**config.mk**
```make
export PLATFORM = sky130hd
export DESIGN_NAME = pwm_dt_timer
export DESIGN_NICKNAME = d
export VERILOG_FILES = /design/src/rtl/pwmt_pkg.sv /design/src/rtl/pwmt_prescaler.sv /design/src/rtl/pwmt_counter.sv /design/src/rtl/pwmt_deadtime.sv /design/src/rtl/pwm_dt_timer.sv
export SDC_FILE = /design/constraint.sdc
export NUM_CORES = 1
export LEC_CHECK = 0
export BUFFER_PORTS_ARGS = -buffer_cell sky130_fd_sc_hd__clkbuf_2
export CORE_MARGIN = 2
export CORE_UTILIZATION = 49
export CTS_BUF_LIST = sky130_fd_sc_hd__clkbuf_16
export CTS_CLUSTER_DIAMETER = 30
export DETAILED_ROUTE_END_ITERATION = 10
export PLACE_DENSITY = 0.69
export SLEW_MARGIN = 20
export SYNTH_ARGS = -nofsm -noshare
export SYNTH_HDL_FRONTEND = slang
export SYNTH_HIERARCHICAL = 1
export SYNTH_SLANG_ARGS = --single-unit
```
**constraint.sdc**
```tcl
create_clock -name clk -period 5.7 [get_ports clk]
set_clock_uncertainty 0.2 [all_clocks]
set_input_delay 0.855 -clock clk [delete_from_list [all_inputs] [get_ports clk]]
set_output_delay 0.855 -clock clk [all_outputs]
set_load 0.005 [all_outputs]
```
**src/rtl/pwmt_pkg.sv**
```systemverilog
// Shared types for the complementary PWM timer.
package pwmt_pkg;
    typedef enum logic [1:0] {
        CNT_UP     = 2'd0,
        CNT_DOWN   = 2'd1,
        CNT_CENTRE = 2'd2
    } cnt_mode_e;
endpackage

```
**src/rtl/pwmt_prescaler.sv**
```systemverilog
// Integer prescaler: emits one tick every (div+1) clocks while run is high.
// Assumes div is stable between ticks (it is a preloaded shadow value).
module pwmt_prescaler #(
    parameter int PSC_W = 16
) (
    input  logic             clk,
    input  logic             rst_n,
    input  logic             run,
    input  logic [PSC_W-1:0] div,
    output logic             tick
);
    logic [PSC_W-1:0] pcnt;

    assign tick = run && (pcnt >= div);

    // Divider count: restarts on each tick and whenever the timer is stopped.
    always_ff @(posedge clk) begin
        if (!rst_n)
            pcnt <= '0;
        else if (!run || tick)
            pcnt <= '0;
        else
            pcnt <= pcnt + PSC_W'(1);
    end
endmodule

```
**src/rtl/pwmt_counter.sv**
```systemverilog
// Auto-reload counter with up, down and centre-aligned sequences.
// top is the active reload value; reload is the value the shadow will hold
// after the current edge (used for presets and down-count reloads).
// Assumes top >= 1 in centre mode.
module pwmt_counter
    import pwmt_pkg::*;
#(
    parameter int CNT_W = 16
) (
    input  logic             clk,
    input  logic             rst_n,
    input  logic             run,
    input  logic             tick,
    input  cnt_mode_e        mode,
    input  logic [CNT_W-1:0] top,
    input  logic [CNT_W-1:0] reload,
    output logic [CNT_W-1:0] cnt,
    output logic             upd,
    output logic             moved
);
    logic dir_dn;

    // Update condition: the tick that wraps the counter for the chosen mode.
    always_comb begin
        case (mode)
            CNT_DOWN:   upd = tick && (cnt == '0);
            CNT_CENTRE: upd = tick && dir_dn && (cnt == '0);
            default:    upd = tick && (cnt >= top);
        endcase
    end

    // Count sequence, direction and the "advanced last edge" marker.
    always_ff @(posedge clk) begin
        if (!rst_n) begin
            cnt    <= '0;
            dir_dn <= 1'b0;
            moved  <= 1'b0;
        end else begin
            moved <= tick;
            if (!run) begin
                cnt    <= (mode == CNT_DOWN) ? reload : '0;
                dir_dn <= 1'b0;
            end else if (tick) begin
                case (mode)
                    CNT_DOWN:
                        cnt <= (cnt == '0) ? reload : cnt - CNT_W'(1);
                    CNT_CENTRE: begin
                        if (!dir_dn) begin
                            if (cnt >= top) begin
                                dir_dn <= 1'b1;
                                cnt    <= top - CNT_W'(1);
                            end else begin
                                cnt <= cnt + CNT_W'(1);
                            end
                        end else if (cnt == '0) begin
                            dir_dn <= 1'b0;
                            cnt    <= CNT_W'(1);
                        end else begin
                            cnt <= cnt - CNT_W'(1);
                        end
                    end
                    default:
                        cnt <= (cnt >= top) ? '0 : cnt + CNT_W'(1);
                endcase
            end
        end
    end

    // the count stays within the active reload value.
    p_cnt_bound_r2: assert property (@(posedge clk) disable iff (!rst_n)
        cnt <= top);
endmodule

```
**src/rtl/pwmt_deadtime.sv**
```systemverilog
// Dead-time generator for one complementary pair. The output being switched
// off drops one clock after the reference changes; the other rises after a
// further dt clocks. A reference change restarts the wait.
module pwmt_deadtime #(
    parameter int DT_W = 8
) (
    input  logic            clk,
    input  logic            rst_n,
    input  logic            ref_i,
    input  logic [DT_W-1:0] dt,
    output logic            hi,
    output logic            lo
);
    logic            ref_q;
    logic [DT_W-1:0] wait_cnt;
    logic [DT_W-1:0] eff;

    assign eff = (ref_i != ref_q) ? '0 : wait_cnt;

    // Pair state: turn the losing side off at once, the winning side on later.
    always_ff @(posedge clk) begin
        if (!rst_n) begin
            ref_q    <= 1'b0;
            hi       <= 1'b0;
            lo       <= 1'b0;
            wait_cnt <= '0;
        end else begin
            ref_q <= ref_i;
            if (ref_i) begin
                lo <= 1'b0;
                if (hi)
                    wait_cnt <= '0;
                else if (eff >= dt) begin
                    hi       <= 1'b1;
                    wait_cnt <= '0;
                end else
                    wait_cnt <= eff + DT_W'(1);
            end else begin
                hi <= 1'b0;
                if (lo)
                    wait_cnt <= '0;
                else if (eff >= dt) begin
                    lo       <= 1'b1;
                    wait_cnt <= '0;
                end else
                    wait_cnt <= eff + DT_W'(1);
            end
        end
    end

    // the two sides of a pair are never on together.
    p_pair_excl_r6: assert property (@(posedge clk) disable iff (!rst_n)
        !(hi && lo));
endmodule

```
**src/rtl/pwm_dt_timer.sv**
```systemverilog
// Complementary PWM timer: prescaler, reload counter, four preloaded compare
// channels (three with pin pairs and dead time, one flag-only), break and
// main-output enable, single-pulse stop and event flags.
// Assumes configuration inputs are static except where preloading applies.
module pwm_dt_timer
    import pwmt_pkg::*;
#(
    parameter int CNT_W = 16,
    parameter int PSC_W = 16,
    parameter int DT_W  = 8,
    parameter int N_PIN = 3
) (
    input  logic                       clk,
    input  logic                       rst_n,
    input  logic                       cnt_en,
    input  logic [1:0]                 cfg_mode,
    input  logic                       cfg_opm,
    input  logic [PSC_W-1:0]           cfg_psc,
    input  logic [CNT_W-1:0]           cfg_arr,
    input  logic [(N_PIN+1)*CNT_W-1:0] cfg_cmp,
    input  logic [DT_W-1:0]            cfg_dtime,
    input  logic [N_PIN-1:0]           cfg_safe_hi,
    input  logic [N_PIN-1:0]           cfg_safe_lo,
    input  logic                       moe_set,
    input  logic                       brk_in,
    output logic [N_PIN-1:0]           out_hi,
    output logic [N_PIN-1:0]           out_lo,
    output logic [CNT_W-1:0]           cnt_val,
    output logic                       flag_upd,
    output logic [N_PIN:0]             flag_cmp,
    output logic                       flag_brk
);
    localparam int N_CMP = N_PIN + 1;

    logic                   halted, active, tick, upd, moved, moe, drive_en;
    logic [CNT_W-1:0]       cnt, arr_sh, arr_nx;
    logic [PSC_W-1:0]       psc_sh;
    logic [N_CMP*CNT_W-1:0] cmp_sh;
    logic [N_PIN-1:0]       dt_hi, dt_lo;
    cnt_mode_e              mode;

    assign mode     = cnt_mode_e'(cfg_mode);
    assign active   = cnt_en && !halted;
    assign arr_nx   = (!active || upd) ? cfg_arr : arr_sh;
    assign cnt_val  = cnt;
    assign drive_en = moe && !brk_in;

    // Shadow registers: transparent while stopped, loaded at update events.
    always_ff @(posedge clk) begin
        if (!rst_n) begin
            arr_sh <= '0;
            psc_sh <= '0;
            cmp_sh <= '0;
        end else if (!active || upd) begin
            arr_sh <= cfg_arr;
            psc_sh <= cfg_psc;
            cmp_sh <= cfg_cmp;
        end
    end

    // Single-pulse stop: latch at the update, clear when the enable drops.
    always_ff @(posedge clk) begin
        if (!rst_n || !cnt_en)
            halted <= 1'b0;
        else if (upd && cfg_opm)
            halted <= 1'b1;
    end

    // Main-output enable: break clears it and wins over a set request.
    always_ff @(posedge clk) begin
        if (!rst_n)
            moe <= 1'b0;
        else if (brk_in)
            moe <= 1'b0;
        else if (moe_set)
            moe <= 1'b1;
    end

    // Event flags for update and break.
    always_ff @(posedge clk) begin
        if (!rst_n) begin
            flag_upd <= 1'b0;
            flag_brk <= 1'b0;
        end else begin
            flag_upd <= upd;
            flag_brk <= brk_in;
        end
    end

    pwmt_prescaler #(.PSC_W(PSC_W)) u_psc (
        .clk(clk), .rst_n(rst_n), .run(active), .div(psc_sh), .tick(tick)
    );

    pwmt_counter #(.CNT_W(CNT_W)) u_cnt (
        .clk(clk), .rst_n(rst_n), .run(active), .tick(tick), .mode(mode),
        .top(arr_sh), .reload(arr_nx), .cnt(cnt), .upd(upd), .moved(moved)
    );

    for (genvar j = 0; j < N_CMP; j++) begin : g_cmp
        logic [CNT_W-1:0] cval;
        assign cval = cmp_sh[j*CNT_W +: CNT_W];

        // Match flag: the counter has just advanced onto this compare value.
        always_ff @(posedge clk) begin
            if (!rst_n)
                flag_cmp[j] <= 1'b0;
            else
                flag_cmp[j] <= moved && (cnt == cval);
        end

        if (j < N_PIN) begin : g_pin
            logic pwm_ref;
            assign pwm_ref = cnt < cval;

            pwmt_deadtime #(.DT_W(DT_W)) u_dt (
                .clk(clk), .rst_n(rst_n), .ref_i(pwm_ref), .dt(cfg_dtime),
                .hi(dt_hi[j]), .lo(dt_lo[j])
            );
        end
    end

    // Output stage: pair values when enabled, safe levels otherwise.
    always_comb begin
        out_hi = drive_en ? dt_hi : cfg_safe_hi;
        out_lo = drive_en ? dt_lo : cfg_safe_lo;
    end

    // shadows hold while running between update events.
    p_preload_hold_r5: assert property (@(posedge clk) disable iff (!rst_n)
        (active && !upd) |=> ($stable(arr_sh) && $stable(cmp_sh)));
    // a stopped single-pulse counter receives no ticks.
    p_opm_stop_r9: assert property (@(posedge clk) disable iff (!rst_n)
        halted |-> !tick);
    // break leaves the main-output enable clear.
    p_brk_moe_r8: assert property (@(posedge clk) disable iff (!rst_n)
        brk_in |=> !moe);
    // an update event is followed by the update flag.
    p_upd_flag_r10: assert property (@(posedge clk) disable iff (!rst_n)
        upd |=> flag_upd);
endmodule

```
After elaboration in Yosys (flattened, before gate mapping)
Index checks and enable logic that the tools add are counted.
Storage, ports and cells
  flip-flop bits (word level): 171
  bits of input ports: 118
  word-level logic and storage cells: 124
  output and inout port bits: 28
Operators by class
  equality and inequality tests: 10
  mux-type cells: 40
  reduce and logical (&&, ||, !) cells: 31
  order comparisons: 8
  bitwise operators: 1
  add/sub/neg operators: 7
Operator list (count)
  two-way mux 16 bit: 9
  two-way mux 8 bit: 15
  == test 16 bit: 4
  < comparator 16 bit: 3
  adder 16 x 1 -> 16 bit (second input constant): 2
  greater-or-equal comparator 16 bit: 2
  case mux 16 bit (2 select lines): 1
  subtractor 16 x 1 -> 16 bit (second input constant): 2
  adder 8 x 1 -> 8 bit (second input constant): 3
  greater-or-equal comparator 8 bit: 3
  logical NOT 16 bit: 1
  logical AND 1 bit: 12
  two-way mux 1 bit: 12
  AND reduction 2 bit: 5
  OR reduction 2 bit: 5
  two-way mux 3 bit: 2
  logical NOT 1 bit: 5
  logical OR 1 bit: 3
  != test 1 bit: 3
  == test 2 x 1 -> 1 bit (second input constant): 1
  == test 2 bit (second input constant): 1
  != test 2 bit (second input constant): 1
  case mux 1 bit (2 select lines): 1
  NOT 1 bit: 1

Depth between registers and ports, before layout
Gate-level depths: netlist of the first run.
  word-level depth: 12
  mapped depth: 21
  gate-level depth less buffers: 17

Cells and area by module
Netlist of the first run, hierarchy kept.
Modules (own cells, without submodules)
  pwm_dt_timer: instances 1, cells each 651, seq. area each 2082.0 um^2, area each 5231.3 um^2
  pwmt_counter: instances 1, cells each 433, seq. area each 360.3 um^2, area each 3050.4 um^2
  pwmt_deadtime: instances 3, cells each 77, seq. area each 220.2 um^2, area each 729.4 um^2
  pwmt_prescaler: instances 1, cells each 132, seq. area each 320.3 um^2, area each 1163.6 um^2

Worst setup path after synthesis of the first run
OpenSTA, ideal clock, no wires.
  path kind: reg-to-reg
  from: reg u_cnt.cnt[0]
  to: reg u_cnt.cnt[15]
  setup time: 0.130 ns
  clock period less this slack: 4.157 ns
  setup slack: 1.543 ns
  path buffers: 4
  data arrival time: 3.827 ns
  required time: 5.370 ns
  cell stages (with the launch flop): 21
  cells stage by stage: dfxtp_1 > buf_6 > inv_1 > ha_1 > nand2b_4 > a2111oi_4 > o31ai_2 > a211o_1 > buf_4 > nand2_1 > a21boi_0 > or3b_1 > buf_2 > buf_6 > nand2_1 > nand2_1 > nor2b_1 > o41ai_1 > o22ai_1 > a311oi_2 > a221oi_2
On the way
  longest elaborated chain between the ends: 9
  elaborated cells between the ends (all ways): 19
  those cells by class: add/sub (2); order compare (1); mux (11); reduce/logical (5)
Ends and longest elaborated chain
  start, declared: line pwmt_counter.sv:17  | output logic [CNT_W-1:0] cnt,
  start signal, assigned: line pwmt_counter.sv:41  | cnt <= (mode == CNT_DOWN) ? reload : '0;
  start signal, assigned: line pwmt_counter.sv:46  | cnt <= (cnt == '0) ? reload : cnt - CNT_W'(1);
  start signal, assigned: line pwmt_counter.sv:51  | cnt <= top - CNT_W'(1);
  greater-or-equal comparator 16 bit / logical NOT 16 bit (equally long branches): line pwmt_counter.sv:28, pwmt_counter.sv:26, pwmt_counter.sv:27
  logical AND 1 bit, on equally long branches: line pwmt_counter.sv:28, pwmt_counter.sv:26, pwmt_counter.sv:27
  case mux 1 bit (2 select lines) (*): line pwmt_counter.sv:25  | case (mode)
  named net upd: line pwm_dt_timer.sv:35  | logic halted, active, tick, upd, moved, moe, drive_en;
  logical OR 1 bit (*): line pwm_dt_timer.sv:44  | assign arr_nx = (!active || upd) ? cfg_arr : arr_sh;
  two-way mux 16 bit (*)
  named net arr_nx[15]: line pwm_dt_timer.sv:36  | logic [CNT_W-1:0] cnt, arr_sh, arr_nx;
  two-way mux 16 bit: line pwmt_counter.sv:46
  case mux 16 bit (2 select lines): line pwmt_counter.sv:44  | case (mode)
  two-way mux 16 bit: line pwmt_counter.sv:43  | end else if (tick) begin
  two-way mux 16 bit (*): line pwmt_counter.sv:40  | if (!run) begin
The timed path passes the listed nets; every way through them passes the cells marked *. The select of a mux whose other input is x is not followed.
A chain may end at the register's enable or synchronous reset.

Worst setup path after layout of the first run
Ends and elaborated chain as after synthesis.

==> impl_metrics.csv, run 1 <==
group,metric,value,unit
synthesis,synth_ff_type,"dfxtp_1",
sta,relSlewSlack,32.73,%
sta,fin_crit_sh,86.03,%
hold_path,hold_depth,2,
worst_setup_path,endpoint_kind,"register",
worst_setup_path,r2r_cells,16,
clock_network,clk_pin_slew,0.07,ns
drt,ant_nets,0,
synthesis,synth_commonest_cells,"288 x nand2_1, 171 x dfxtp_1, 118 x inv_1",
clock_network,cts_setup_buffers,0,
placed_design,hpwl,23860,microns
cells_and_area,nets,1793,
power_and_ir_drop,cellLeakagePower,5.956,nW
cells_and_area,drive_gt1_share,16.15,%
sta,hold_viol,0,
drt,viasPerCell,5.611,
grt,grt.total_usage,26.02,%
worst_setup_path,arrival,5.01,ns
worst_setup_path,r2r_slack,0.80,ns
grt,grt_pass1_wl,51450,microns
drt,drc,0,
synthesis,yosys.area.top_type,"dfxtp_1",
synthesis,syn_area,0.01163,sq mm
sta,fin_tns_setup,0,ns
hold_path,worstHoldStart,"psc_sh[4]",
floorplanning,dieArea,0.02499,sq mm
sta,max_clock_freq,203.9,MHz
synthesis,syn_nets,1679,
floorplanning,die_height,158.1,microns
synthesis,syn_avg_cell_area,8.040,sq um
drt,dr_wl_met2,14150,microns
synthesis,async_flop_share,0,%
grt,grt_antenna_before_repair,0,
clock_network,root_buffer,"clkbuf_16",
cells_and_area,syn_to_final_growth,13.11,%
grt,grt_max_degree,81,
floorplanning,rows,56,
worst_setup_path,slowest_delay,0.65,ns
worst_setup_path,crit_type,"register to register",
grt,grt_overflow_total,0,
power_and_ir_drop,power_density,252.2,mW/mm^2
cells_and_area,antenna_cells,0,
hold_path,hold_path.class,"register to register",
run_status,status,"complete, no violations",
drt,route.met3.wl,2421,microns
synthesis,synthCells,1447,
clock_network,ctsResizeCount,0,
sta,setup_violations,0,
worst_setup_path,regToRegEndpoint,"u_cnt/cnt[15]",
grt,first_global_vias,9905,
clock_network,cts_tree,"built",
clock_network,clock_sinks,171,
drt,via_count,10620,
drt,wl_per_cell,17.10,microns
drt,dr.pass1.iters,7,
drt,dr.max_layer_used,"met4",
power_and_ir_drop,power.total,0.003318,W
drt,routed_wl,32350,microns
hold_path,hold_end,"psc_sh[4]",
clock_network,cts_hold_buf,0,
cells_and_area,fillers,2226,
synthesis,synth.area.top_cells,"dfxtp_1 29%, ha_1 12%, nand2_1 9.3%",
power_and_ir_drop,ir_drop,143.7,uV
floorplanning,io_pins,146,
clock_network,htreeDepth,4,
synthesis,synth-seq-cells,171,
drt,wl_met1,15110,microns
synthesis,yosysWarnings,6,
sta,fin_crit,4.904,ns
worst_setup_path,cp-start-kind,"register",
worst_setup_path,cp_cell_sequence,"inv_1, ha_1, nand2b_4, a2111oi_4, o31ai_2, a211o_1, nand2_1, a21boi_0, or3b_4, nand2_1, nand2_1, nor2b_1, o41ai_1, o22ai_1, a311oi_2, a221oi_2",
drt,drtIter0Drc,881,
floorplanning,die_w,158.1,microns
sta,slew_viol_final,0,
floorplanning,core-area,0.02340,sq mm
placed_design,port_buffers,145,
worst_setup_path,crit_required,5.81,ns
synthesis,synth_top_area_share,29.43,%
synthesis,synth-edff-count,0,
sta,rsz0062_at_grt,"false",
worst_setup_path,cp_slowest_cell,"or3b_4",
clock_network,clock_latency,0.43,ns
floorplanning,initial_core_util,49.71,%
run,drv_cap,0,
placed_design,gp_congestion,0.9330,
clock_network,clk_path_buf_depth,2,
worst_setup_path,critPathMaxFanout,36,
clock_network,numCtsBuffers,17,
sta,hold_slack,0.2474,ns
sta,tightest_slew,0.9998,ns
worst_setup_path,cpMostUsedCell,"nand2_1",
synthesis,ys_seq_area_share,29.43,%
synthesis,synth_most_common_cell,"nand2_1",
synthesis,post_synth_num_cell_types,86,
worst_setup_path,r2r-start,"u_cnt/cnt[0]",
==> final cells by class <==
| cell class | instances | area (sq um) | area share (%) |
|---|---|---|---|
| Clock inverter | 14 | 160.2 | 1.217 |
| Inverter | 121 | 454.2 | 3.452 |
| Tap cell | 319 | 399.1 | 3.033 |
| Timing Repair Buffer | 168 | 900.9 | 6.846 |
| Sequential cell | 171 | 3423 | 26.01 |
| Clock buffer | 17 | 425.4 | 3.233 |
| Multi-Input combinational cell | 1082 | 7396 | 56.20 |
==> logic make-up after synthesis <==
group / after synthesis / synth area share (%)
compound gates: 285 / 18.18
xor+xnor: 86 / 6.668
fa+ha+maj: 114 / 12.26
buf+inv: 194 / 7.120
flops: 171 / 29.43
mux: 14 / 1.269
simple gates: 583 / 25.08
==> sequential cells by signal, summed over array words and instances (netlist names), 3 cells and up <==
name	count
arr_sh	16
cmp_sh	64
flag_cmp	4
g_cmp.g_pin.u_dt/hi	3
g_cmp.g_pin.u_dt/lo	3
g_cmp.g_pin.u_dt/ref_q	3
g_cmp.g_pin.u_dt/wait_cnt	24
psc_sh	16
u_cnt/cnt	16
u_psc/pcnt	16
==> cells in the final DEF (no fill, tap or decap), drive strengths merged, types with 6 or more instances in the layout <==
cell type and instances:
o21ai 41, nand4 29, nor2 42, nor3b 7, a21oi 57, and3 20
and2 47, o311ai 8, a21boi 81, o211ai 6, nor3 37, dfxtp 171
mux2 6, nand2b 9, clkbuf 161, xor2 40, nand2 289, and4 6
a31oi 9, a221oi 7, a211oi 11, nand3 39, mux2i 8, nor4 36
ha 114, inv 127, buf 24, a21o 14, xnor2 46
==> worst max-delay path, delay by kind of cell (launching register included) <==
| family | cells | cell delay (ns) |
|---|---|---|
| compound gates | 8 | 2.12 |
| fa+ha+maj | 1 | 0.31 |
| buf+inv | 1 | 0.18 |
| flops | 1 | 0.62 |
| simple gates | 6 | 1.35 |
==> per-layer routing <==
| layer | vias to the layer above | GRT usage [%] |
|---|---|---|
| met5 | - | 0 |
| met2 | 404 | 40.95 |
| met1 | 4926 | 36.38 |
| li1 | 5239 | - |
| met3 | 47 | 4.708 |
| met4 | 0 | 7.550 |
==> where the power goes <==
group	total, W	leakage (nW)	switching [W]	internal [W]
Combinational	0.000823	4.27	0.000499	0.000324
Sequential	0.00131	1.40	0.0000563	0.00126
Clock	0.00118	0.286	0.000526	0.000655
Total	0.00332	5.96	0.00108	0.00224
==> stage by stage <==
stage	worst slack [ns]	cells	utilization (%)	cell area (sq um)
after global placement	1.080	1861	53.72	12570
final	0.7964	1892	56.23	13160
after floorplan	1.543	1447	-	11630
after CTS	0.8480	1892	56.22	13160
after detailed placement	0.8658	1861	53.72	12570
after global routing	0.4326	1892	56.23	13160
==> how the worst max path moves through the flow <==
| stage | from | to | cells after the start | slack (ns) |
|---|---|---|---|---|
| detailed placement | u_cnt/cnt[0] | u_cnt/cnt[15] | 16 | 0.87 |
| global placement | u_cnt/cnt[0] | u_cnt/cnt[11] | 16 | 1.08 |
| floorplan | u_cnt/cnt[0] | u_cnt/cnt[15] | 20 | 1.54 |
| global route | u_cnt/cnt[0] | u_cnt/cnt[11] | 16 | 0.43 |
| CTS | u_cnt/cnt[0] | u_cnt/cnt[15] | 16 | 0.85 |
| finish | u_cnt/cnt[0] | u_cnt/cnt[15] | 16 | 0.80 |
(Power assumes the default switching activity.)
==> inputs of run 2 (changes only) <==
Settings changed: ABC_AREA set to 1.
==> run 2 against run 1 <==
  * Register-to-register slack gained 0.44 ns
  * Global-route usage grew 0.43 points
  * Synthesized cell count is 29% higher
  * Non-clock buffer count up 1
  * Fmax rose by 9.8%
  * Worst hold slack gained 0.0098 ns
  * Clock-buffer cell count did not move
  * Power up 8.3%
  * Clock power rose by 5%
  * Critical path depth grew 10
  * Critical endpoint is now u_cnt/cnt[7]
==> impl_metrics.csv, run 2 <==
group,metric,value,unit
sta,relSlewSlack,38.26,%
grt,grt_overflow_total,0,
cells_and_area,nets,2227,
synthesis,synth_commonest_cells,"452 x nand2_1, 325 x inv_1, 171 x dfxtp_1",
synthesis,synth_ff_type,"dfxtp_1",
synthesis,syn_nets,2095,
clock_network,clk_path_buf_depth,2,
run,drv_cap,0,
worst_setup_path,slowest_delay,0.64,ns
cells_and_area,layout_common_cells,"452 x nand2_1, 325 x inv_1, 171 x dfxtp_1",
synthesis,syn_avg_cell_area,6.697,sq um
synthesis,yosysWarnings,6,
power_and_ir_drop,p_switching,0.001276,W
power_and_ir_drop,switching_share,35.53,%
synthesis,post_synth_num_cell_types,41,
placed_design,dp_cells,2306,
drt,drtIter0Drc,996,
grt,grt_max_degree,120,
cells_and_area,antenna_cells,0,
placed_design,port_buffers,145,
synthesis,synthCells,1863,
synthesis,yosys.area.top_type,"dfxtp_1",
cells_and_area,layout_commonest_cell,"nand2_1",
synthesis,synth_top_area_share,27.44,%
clock_network,cts_tree,"built",
grt,grt.total_usage,26.45,%
synthesis,synth.area.top_cells,"dfxtp_1 27%, nand2_1 14%, ha_1 11%",
cells_and_area,drive_gt1_share,16.38,%
cells_and_area,top_regs,"cmp_sh (64), g_cmp.g_pin.u_dt/wait_cnt (24)",
sta,fin_crit_sh,78.38,%
clock_network,root_buffer,"clkbuf_16",
worst_setup_path,arrival,4.63,ns
sta,fin_tns_setup,0,ns
clock_network,numCtsBuffers,17,
power_and_ir_drop,p_seq_share,36.6,%
cells_and_area,regMostFlops,"cmp_sh",
sta,tightest_slew,0.9261,ns
power_and_ir_drop,clockPowerShare,34.7,%
drt,dr.pass1.iters,6,
worst_setup_path,endpoint_kind,"register",
floorplanning,io_pins,146,
sta,setup_violations,0,
sta,slew_viol_final,0,
power_and_ir_drop,comb_power_share,28.7,%
clock_network,htreeDepth,4,
cells_and_area,syn_to_final_growth,12.56,%
grt,grt_pass1_wl,56030,microns
synthesis,synth-seq-cells,171,
power_and_ir_drop,p_int,0.002316,W
clock_network,clock_latency,0.44,ns
worst_setup_path,crit_type,"register to register",
drt,ant_nets,0,
synthesis,async_flop_share,0,%
floorplanning,rows,58,
placed_design,hpwl,26400,microns
clock_network,ctsResizeCount,0,
synthesis,synth_most_common_cell,"nand2_1",
drt,via_count,12190,
cells_and_area,fin_cells,2338,
run_status,status,"complete, no violations",
worst_setup_path,cpMostUsedCell,"nand2_1",
drt,viasPerCell,5.213,
grt,first_global_vias,11520,
sta,fin_crit,4.468,ns
clock_network,cts_hold_buf,0,
grt,grt_antenna_before_repair,0,
worst_setup_path,cp_slowest_cell,"a21boi_1",
synthesis,synth-edff-count,0,
sta,max_clock_freq,223.8,MHz
sta,rsz0062_at_grt,"false",
synthesis,syn_area,0.01248,sq mm
cells_and_area,largest_register_ffs,64,
clock_network,clk_pin_slew,0.07,ns
clock_network,cts_setup_buffers,0,
worst_setup_path,cp-start-kind,"register",
floorplanning,initial_core_util,49.69,%
drt,routed_wl,35330,microns
placed_design,gp_congestion,0.9609,
floorplanning,die_height,163.6,microns
power_and_ir_drop,power_density,255.8,mW/mm^2
worst_setup_path,crit_buf_inv,6,
power_and_ir_drop,ir_drop,178.7,uV
floorplanning,die_w,163.6,microns
sta,hold_viol,0,
cells_and_area,fin_util,55.93,%
floorplanning,core-area,0.02511,sq mm
drt,drc,0,
drt,wl_per_cell,15.11,microns
clock_network,clock_sinks,171,
worst_setup_path,critPathMaxFanout,119,
worst_setup_path,critical_path.top_delay_family,"compound AO/OA/AOI/OAI gates",
synthesis,ys_seq_area_share,27.44,%
power_and_ir_drop,cellLeakagePower,7.095,nW
hold_path,hold_path.class,"register to register",
floorplanning,dieArea,0.02676,sq mm
worst_setup_path,crit_required,5.87,ns
run 2: cell count changes after synthesis, moves of 30 or more:
cell / delta
xnor2_1: -30
nor4_1: -30
a21oi_1: +86
o21ai_0: +38
nand2_1: +164
nand3_1: +51
a21boi_1: -40
nor2_1: +114
a21oi_2: +45
and2_1: -43
inv_1: +207
a21boi_0: -40
run 2: worst paths after layout:
check	startpoint	end	slack, ns	depth (start not counted)
max	u_psc/pcnt[0]	u_cnt/cnt[7]	1.23	26
min	cmp_sh[12]	cmp_sh[12]	0.26	2
max reg2reg	u_psc/pcnt[0]	u_cnt/cnt[7]	1.23	26
min reg2reg	cmp_sh[12]	cmp_sh[12]	0.26	2
run 2: layout make-up:
type	instances	area, sq um
clock buffer	17	425.4
clock inverter	15	187.7
fill	2466	11070
inverter	338	1274
multi-input combinational	1298	7415
sequential	171	3423
tap	330	412.9
timing repair buffer	169	905.9
run 2: through the flow:
stage,area (sq um),hold slack [ns],total power (W),setup slack (ns)
finish,14040,0.2571,0.003593,1.232
global route,14040,0.2777,0.003791,0.8533
CTS,14040,0.2605,0.003601,1.295
detailed placement,13430,0.2498,0.002357,1.327
global placement,13430,0.2463,0.002339,1.043
floorplan,12480,0.2331,0.002083,2.288
run 2: layer usage:
layer	track usage (%)	wire, microns	up-vias
met3	4.698	2632	64
li1	-	-	6171
met2	44.11	16070	413
met1	34.23	15710	5540
met5	0	0	-
met4	9.569	923	0
run 2: power groups by stage:
| stage | sequential (W) | clock, W | combinational (W) |
|---|---|---|---|
| after floorplan | 0.00135 | 0 | 0.000736 |
| after global placement | 0.00134 | 0 | 0.000998 |
| after detailed placement | 0.00134 | 0 | 0.00101 |
| after CTS | 0.00132 | 0.00126 | 0.00102 |
| after global routing | 0.00132 | 0.00131 | 0.00116 |
| final | 0.00132 | 0.00124 | 0.00103 |
run 2: logic make-up (layout without fill, tap and decap cells):
family / count (synthesis) / after routing / share of synthesized area [%]
buffers and inverters: 394 / 539 / 13.14
muxes: 6 / 6 / 0.5415
and+or+nand+nor: 811 / 811 / 29.00
adders and majority gates: 114 / 114 / 11.43
AOI/OAI and AO/OA: 322 / 322 / 15.29
DFF: 171 / 171 / 27.44
xor gates and xnor gates: 45 / 45 / 3.159
run 2: worst register-to-register path, cell delays in order, from the launching register on:
cell and delay [ns]:
dfxtp_1 0.39, inv_1 0.06, ha_1 0.27, nand2_1 0.05
nor2_1 0.08, nor2_1 0.05, nand2_1 0.06, nand2_1 0.05
nand2_1 0.07, nand2_1 0.08, a21boi_1 0.64, inv_1 0.22
a21oi_1 0.32, inv_1 0.12, nand2_4 0.38, inv_6 0.41
a21oi_2 0.34, inv_1 0.05, nand2_1 0.06, nand3_1 0.07
nand2_1 0.06, inv_1 0.04, nand2_1 0.06, nand2_1 0.05
nand2_1 0.06, nand2_1 0.06, a21oi_2 0.11
